**config.mk**
```make
export PLATFORM = sky130hd
export DESIGN_NAME = pairwise_lane_adder
export DESIGN_NICKNAME = d
export VERILOG_FILES = /design/src/rtl/pla_pkg.sv /design/src/rtl/pla_rst_sync.sv /design/src/rtl/pla_join.sv /design/src/rtl/pla_lane_sum.sv /design/src/rtl/pla_size_sel.sv /design/src/rtl/pairwise_lane_adder.sv
export SDC_FILE = /design/constraint.sdc
export NUM_CORES = 2
export LEC_CHECK = 0
export BUFFER_PORTS_ARGS = -buffer_cell sky130_fd_sc_hd__buf_2
export CELL_PAD_IN_SITES_DETAIL_PLACEMENT = 2
export CELL_PAD_IN_SITES_GLOBAL_PLACEMENT = 2
export CORE_MARGIN = 4
export CORE_UTILIZATION = 33
export CTS_CLUSTER_DIAMETER = 80
export DETAILED_ROUTE_END_ITERATION = 8
export PLACE_DENSITY = 0.78
export SYNTH_ARGS = -nofsm -noshare
export SYNTH_HDL_FRONTEND = slang
export SYNTH_HIERARCHICAL = 1
export SYNTH_SLANG_ARGS = --single-unit
```
**constraint.sdc**
```tcl
create_clock -name clk -period 4.2 [get_ports clk]
set_input_delay 0.42 -clock clk [delete_from_list [all_inputs] [get_ports clk]]
set_output_delay 0.42 -clock clk [all_outputs]
set_load 0.01 [all_outputs]
```
**src/rtl/pla_pkg.sv**
```systemverilog
package pla_pkg;
  localparam int VEC_W     = 128;
  localparam int ELEM_MIN  = 8;
  localparam int NUM_SIZES = 4;
  localparam int SIZE_W    = $clog2(NUM_SIZES);
  localparam int HALF_W    = VEC_W / 2;
  localparam int JOIN_W    = 2 * VEC_W;
endpackage

```
**src/rtl/pla_rst_sync.sv**
```systemverilog
module pla_rst_sync #(
  parameter int STAGES = 2
) (
  input  logic clk,
  input  logic rst_n,
  output logic rst_sync_n
);
  logic [STAGES-1:0] chain_q;

  always_ff @(posedge clk or negedge rst_n) begin
    if (!rst_n) chain_q <= '0;
    else        chain_q <= {chain_q[STAGES-2:0], 1'b1};
  end

  assign rst_sync_n = chain_q[STAGES-1];
endmodule

```
**src/rtl/pla_join.sv**
```systemverilog
module pla_join #(
  parameter int VEC_W = pla_pkg::VEC_W
) (
  input  logic [VEC_W-1:0]   src_lo,
  input  logic [VEC_W-1:0]   src_hi,
  input  logic               full,
  output logic [2*VEC_W-1:0] joined
);
  localparam int HALF = VEC_W / 2;

  always_comb begin
    if (full) joined = {src_hi, src_lo};
    else      joined = {{VEC_W{1'b0}}, src_hi[HALF-1:0], src_lo[HALF-1:0]};
  end
endmodule

```
**src/rtl/pla_lane_sum.sv**
```systemverilog
module pla_lane_sum #(
  parameter int VEC_W = pla_pkg::VEC_W,
  parameter int EW    = 8
) (
  input  logic [2*VEC_W-1:0] joined,
  output logic [VEC_W-1:0]   sums
);
  localparam int LANES = VEC_W / EW;

  for (genvar e = 0; e < LANES; e++) begin : g_lane
    assign sums[e*EW +: EW] = joined[(2*e)*EW +: EW] + joined[(2*e+1)*EW +: EW];
  end
endmodule

```
**src/rtl/pla_size_sel.sv**
```systemverilog
module pla_size_sel #(
  parameter int VEC_W     = pla_pkg::VEC_W,
  parameter int NUM_SIZES = pla_pkg::NUM_SIZES,
  parameter int SIZE_W    = pla_pkg::SIZE_W
) (
  input  logic [NUM_SIZES-1:0][VEC_W-1:0] cand,
  input  logic [SIZE_W-1:0]               size,
  input  logic                            full,
  output logic [VEC_W-1:0]                picked,
  output logic                            reserved
);
  localparam logic [SIZE_W-1:0] WIDEST = SIZE_W'(NUM_SIZES - 1);

  always_comb begin
    reserved = (size == WIDEST) && !full;
    picked   = reserved ? '0 : cand[size];
  end
endmodule

```
**src/rtl/pairwise_lane_adder.sv**
```systemverilog
module pairwise_lane_adder #(
  parameter int VEC_W     = pla_pkg::VEC_W,
  parameter int ELEM_MIN  = pla_pkg::ELEM_MIN,
  parameter int NUM_SIZES = pla_pkg::NUM_SIZES,
  parameter int SIZE_W    = pla_pkg::SIZE_W
) (
  input  logic              clk,
  input  logic              rst_n,
  input  logic              in_valid,
  input  logic [VEC_W-1:0]  op_a,
  input  logic [VEC_W-1:0]  op_b,
  input  logic [SIZE_W-1:0] size,
  input  logic              q_full,
  output logic              out_valid,
  output logic [VEC_W-1:0]  out_result,
  output logic              out_reserved
);
  localparam int JOIN_W = 2 * VEC_W;

  logic                           rst_core_n;
  logic [JOIN_W-1:0]              joined;
  logic [NUM_SIZES-1:0][VEC_W-1:0] cand;
  logic [VEC_W-1:0]               picked;
  logic                           rsv_now;

  logic [VEC_W-1:0] res_d, res_q;
  logic             vld_d, vld_q;
  logic             rsv_d, rsv_q;

  pla_rst_sync #(.STAGES(2)) u_rst (
    .clk       (clk),
    .rst_n     (rst_n),
    .rst_sync_n(rst_core_n)
  );

  pla_join #(.VEC_W(VEC_W)) u_join (
    .src_lo(op_a),
    .src_hi(op_b),
    .full  (q_full),
    .joined(joined)
  );

  for (genvar s = 0; s < NUM_SIZES; s++) begin : g_size
    pla_lane_sum #(.VEC_W(VEC_W), .EW(ELEM_MIN << s)) u_sum (
      .joined(joined),
      .sums  (cand[s])
    );
  end

  pla_size_sel #(.VEC_W(VEC_W), .NUM_SIZES(NUM_SIZES), .SIZE_W(SIZE_W)) u_sel (
    .cand    (cand),
    .size    (size),
    .full    (q_full),
    .picked  (picked),
    .reserved(rsv_now)
  );

  // Next-state: result loads only on the strobe, flags are single-cycle.
  always_comb begin
    res_d = res_q;
    vld_d = in_valid;
    rsv_d = 1'b0;
    if (in_valid) begin
      res_d = picked;
      rsv_d = rsv_now;
    end
  end

  always_ff @(posedge clk or negedge rst_core_n) begin
    if (!rst_core_n) begin
      res_q <= '0;
      vld_q <= 1'b0;
      rsv_q <= 1'b0;
    end else begin
      res_q <= res_d;
      vld_q <= vld_d;
      rsv_q <= rsv_d;
    end
  end

  assign out_valid    = vld_q;
  assign out_result   = res_q;
  assign out_reserved = rsv_q;
endmodule

```
* Word-level counts from Yosys, hierarchy flattened *
Index checks and enable logic that the tools add are counted.

cells by class
  eq/ne operators = 1
  order comparisons = 1
  add/subtract/negate cells = 30
  reduce and logical (&&, ||, !) cells = 2
  mux-type cells = 5

operator list
  cell                                                                  count
  128-bit binary-select mux with 2-bit select                           1
  128-bit two-way mux                                                   2
  256-bit two-way mux                                                   1
  16-bit adder                                                          8
  32-bit adder                                                          4
  64-bit adder                                                          2
  8-bit adder                                                           16
  2-bit by 3-bit < comparator with 1-bit output, second input constant  1
  2-bit equality test, second input constant                            1
  1-bit logical AND                                                     1
  1-bit logical NOT                                                     1
  1-bit two-way mux                                                     1

word-level totals
  output and inout bits = 130
  word-level logic and storage cells = 43
  bits in registers = 132
  input port bits = 262

* Depth between registers and ports, before layout *
  word-level depth = 5
  mapped depth = 18
  depth with buffers taken out = 16

* Modules after synthesis *
Netlist, hierarchy kept.

modules (own cells, without submodules)
  module                          instances  area an instance (um^2)  cells each  seq. area each (um^2)
  pla_lane_sum (g_size[3].u_sum)  1          7181.9                   1035        0.0
  pla_lane_sum (g_size[2].u_sum)  1          6344.8                   893         0.0
  pla_lane_sum (g_size[1].u_sum)  1          5607.9                   755         0.0
  pla_lane_sum (g_size[0].u_sum)  1          4864.7                   636         0.0
  pairwise_lane_adder             1          4852.2                   273         3253.1
  pla_size_sel                    1          4252.8                   724         0.0
  pla_join                        1          2428.6                   277         0.0
  pla_rst_sync                    1          53.8                     3           50.0

* Worst setup path after synthesis *
Ideal clock, no wire load.

  path type = input port to flip-flop
  start point = input q_full
  end point = register res_q[60] (netlist: out_result[60])
  slack = 185 ps
  arrival = 3890 ps
  stages = 17
  buffers on the path = 1
  required time = 4075 ps
  setup time = 125 ps
  path through = buf_2 > mux2_2 > ha_1 > fa_1 > a21oi_1 > nor2_1 > nor4b_2 > o21ai_1 > a21oi_1 > nor3_1 > a211oi_1 > a22o_1 > o211ai_1 > xor2_1 > a21oi_1 > a21oi_1 > mux2_2

RTL lines
  what                    line                       RTL
  start: declaration      pairwise_lane_adder.sv:13  input logic q_full,
  end signal: assignment  pairwise_lane_adder.sv:75  res_q <= res_d;
  end: declaration        pairwise_lane_adder.sv:26  logic [VEC_W-1:0] res_d, res_q;

==> results.py <==
metrics = {
    "run": {
        "drv_cap": 0,
    },
    "yosys": {
        "yosysWarnings": 6,
        "syn-num-nets": 5370,
        "avgSynthCellArea_um2": 7.74,
        "async_reset_ff_share_pct": 100,
        "ys_seq_area_share_pct": 9.28,
        "synth_seq_cells": 132,
        "synth-compound-area-share_pct": 30.3,
        "synth_xor_area_share_pct": 10.1,
        "synth_ff_type": "dfrtp_1",
        "synth_edf_count": 0,
        "yosysTopAreaCellShare_pct": 16.9,
        "synthTopCellsByArea": "ha_1 (17%), a21oi_1 (9.5%), dfrtp_1 (9.3%)",
        "synth-simple-area-share_pct": 18.9,
        "muxShareOfSynthArea_pct": 7.05,
        "syn_inst": 4596,
        "synth_area_mm2": 0.0356,
        "synth_top_family_by_area": "compound AO/OA/AOI/OAI gates",
        "yosysUniqueCellTypes": 113,
        "yosys.area.top_type": "ha_1",
        "synthAdderAreaFrac_pct": 18.6,
    },
    "sta": {
        "setup_viol": 0,
        "timing_hold_violations_final": 0,
        "fmax_mhz": 241,
        "period_minus_slack_ns": 4.16,
        "fin_skew_ns": 0.0202,
        "finalMaxSlewViolations": 0,
        "relSlewSlack_pct": 29.1,
        "fin_crit_sh_pct": 99.0,
        "tightest_slew_ns": 1.06,
        "rsz0062_at_grt": "true",
        "whs_ns": 0.255,
        "tns_ns": 0,
    },
    "global_route": {
        "overflow": 0,
        "grt_pass1_wl_um": 302000,
        "grt_pass1_vias": 45826,
        "grt_usage_pct": 35.5,
        "antenna_found_initial": 16,
        "grt_max_degree": 122,
    },
    "power": {
        "vdd_drop_max_mv": 0.264,
        "p_leak_nw": 21.7,
        "power.total_w": 0.0114,
        "p_per_area_mw_per_mm2": 252,
    },
    "detailed_routing": {
        "routed-via-count": 42341,
        "firstDrtPassIters": 5,
        "wirelength_um": 209000,
        "drt_iter0_markers": 3173,
        "wl_per_cell_um": 29.9,
        "post-route-drc-count": 0,
        "postRouteAntennaNets": 0,
        "viasPerCell": 6.05,
    },
    "floorplanning": {
        "num_io_pins": 392,
        "start_util_pct": 33.2,
        "row_count": 120,
        "coreArea_mm2": 0.107,
        "die_h_um": 336,
        "chipWidth_um": 336,
        "die_area_mm2": 0.113,
    },
    "clocking": {
        "clock_sinks": 132,
        "cts-root-buf": "clkbuf_16",
        "cts_tree": "yes",
        "cts_buffers": 17,
        "cts.clk_slew.worst_paths_ns": 0.07,
        "h-tree-depth": 4,
        "clkLatencyLatePin_ns": 0.55,
        "clk_path_buf_depth": 2,
    },
    "setup_path": {
        "reg2reg_slack_ns": 3.09,
        "r2r-start": "u_rst/chain_q[1]",
        "criticalPathCategory": "input port to flop",
        "path_cells": "buf_16 -> buf_4 -> buf_4 -> and2_1 -> ha_1 -> nand2_1 -> nor2_1 -> nand3_1 -> o21ba_2 -> o31ai_1 -> buf_4 -> o21ai_2 -> o21ai_2 -> o41ai_4 -> a21boi_1 -> xnor2_1 -> a21oi_1 -> a21oi_1 -> mux2_2",
        "critPathMaxFanout": 19,
        "critPathMostFrequentCell": "buf_4",
        "setup.worst_path.start_class": "input port",
        "reg2reg_to": "out_result[107]",
        "crit_required_ns": 4.62,
        "r2r_cells": 1,
        "slowest_delay_ns": 0.39,
        "crit_arrival_ns": 4.57,
        "slowest_stage": "ha_1",
        "worstSetupEndpointType": "flop",
    },
    "final_layout": {
        "multiInputGateArea_mm2": 0.0304,
        "drive_gt1_share_pct": 27.6,
        "fin_nets": 6348,
        "fillCellCount": 12402,
        "seqCellArea_mm2": 0.00331,
        "syn2layout_area_growth_pct": 26.8,
        "fin_area_mm2": 0.0451,
    },
    "placement": {
        "place_area_mm2": 0.0442,
        "io_buffers": 391,
        "dp_hpwl_um": 174000,
        "place.gp.congestion": 0.986,
    },
    "outcome": {
        "outcome": "complete, no violations",
    },
    "worst_hold_path": {
        "hp-class": "input port to async pin",
    },
}
==> final cells by class <==
cell class,count,share of cell area [%]
sequential,132,7.33
clock inverter,8,0.333
timing repair buffer,1205,18.8
antenna,7,0.0388
multi-input combinational,4070,67.4
tap,1403,3.89
inverter,148,1.23
clock buffer,22,1.05
==> synthesized netlist by cell type (13+ instances only) <==
| library cell | instances |
|---|---|
| a211oi_1 | 189 |
| buf_4 | 71 |
| buf_2 | 64 |
| nor2b_1 | 291 |
| o21a_1 | 52 |
| a41oi_1 | 14 |
| xor2_1 | 158 |
| and2_1 | 155 |
| o31a_1 | 19 |
| dfrtp_1 | 132 |
| a21oi_1 | 673 |
| o21bai_1 | 59 |
| nand2b_1 | 24 |
| nor2_1 | 231 |
| clkbuf_1 | 84 |
| a21o_1 | 188 |
| nand3_1 | 81 |
| a31oi_1 | 39 |
| o21ai_0 | 213 |
| ha_1 | 482 |
| mux2_2 | 132 |
| inv_1 | 148 |
| nand4_1 | 59 |
| nor3_1 | 53 |
| nand2_1 | 235 |
| o211ai_1 | 36 |
| o21ai_1 | 47 |
| o31ai_1 | 13 |
| xnor2_1 | 252 |
| fa_1 | 30 |
| and3_1 | 34 |
| buf_6 | 15 |
| mux2_4 | 60 |
==> how the worst max path moves through the flow <==
stage           start              end  slack [ns]  cells past startpoint
2_1_floorplan  q_full   out_result[60]        0.18                     17
3_3_place_gp   q_full   out_result[62]       -0.83                     20
3_5_place_dp   q_full   out_result[62]       -0.94                     20
4_1_cts        q_full   out_result[62]       0.002                     19
5_1_grt        q_full  out_result[126]       -0.02                     18
6_report       q_full  out_result[120]        0.04                     19
==> registers in the layout (all words and copies together) (netlist names) <==
register	flops
out_result	128
u_rst/chain_q	2
out_reserved	1
out_valid	1
==> metrics by stage <==
step / worst slack (ns) / utilization, % / std cells
2_1_floorplan: 0.185 / - / 4596
3_3_place_gp: -0.827 / 41.3 / 6950
3_5_place_dp: -0.939 / 41.3 / 6950
4_1_cts: 0.00181 / 42.0 / 6985
5_1_grt: -0.0155 / 42.2 / 6992
6_report: 0.0440 / 42.2 / 6995
==> repair_timing <==
action,4_1_cts,5_1_grt
cloned,0,1
buffers inserted,4,2
gates resized for setup,10,35
hold buffers,1,0
hold endpoints to repair,2,0
pin swaps,4,8
setup endpoints to repair,28,44
==> critical path, delay by kind of cell <==
family | cells | cell delay (ns)
compound gates | 8 | 1.71
xor+xnor | 1 | 0.22
fa+ha+maj | 1 | 0.39
buf+inv | 4 | 0.67
mux | 1 | 0.30
simple gates | 4 | 0.81
==> report_power, final <==
part	total [W]	internal [W]	switching [W]	leakage, nW
registers	0.00172	0.00153	0.000188	1.57
logic	0.00780	0.00334	0.00446	19.9
clock network	0.00187	0.00104	0.000832	0.302
total	0.0114	0.00591	0.00548	21.7
==> layout by cell type (no fill, tap or decap), drive strengths merged, types with 190 or more instances in the layout <==
cell / n
buf: 1202
a21oi: 682
ha: 482
nor2b: 299
o21ai: 266
xnor2: 252
nand2: 238
nor2: 231
a211oi: 198
mux2: 192
a21o: 190
==> routing by layer <==
metal	global-route usage (%)	routed length, um	vias to the layer above
met4	24.3	16800	0
met3	4.17	11600	558
met2	58.8	95800	1589
li1	-	-	18853
met1	43.1	84700	21341
met5	0	0	-
==> logic make-up (layout without fill, tap and decap cells) <==
logic type | count (synthesis) | in the layout
compound gates | 1692 | 1692
buf+inv | 394 | 1383
fa+ha+maj | 512 | 512
other cells | 1 | 8
simple gates | 1252 | 1252
flops | 132 | 132
xor+xnor | 410 | 410
mux | 203 | 203
(Power assumes the default switching activity.)
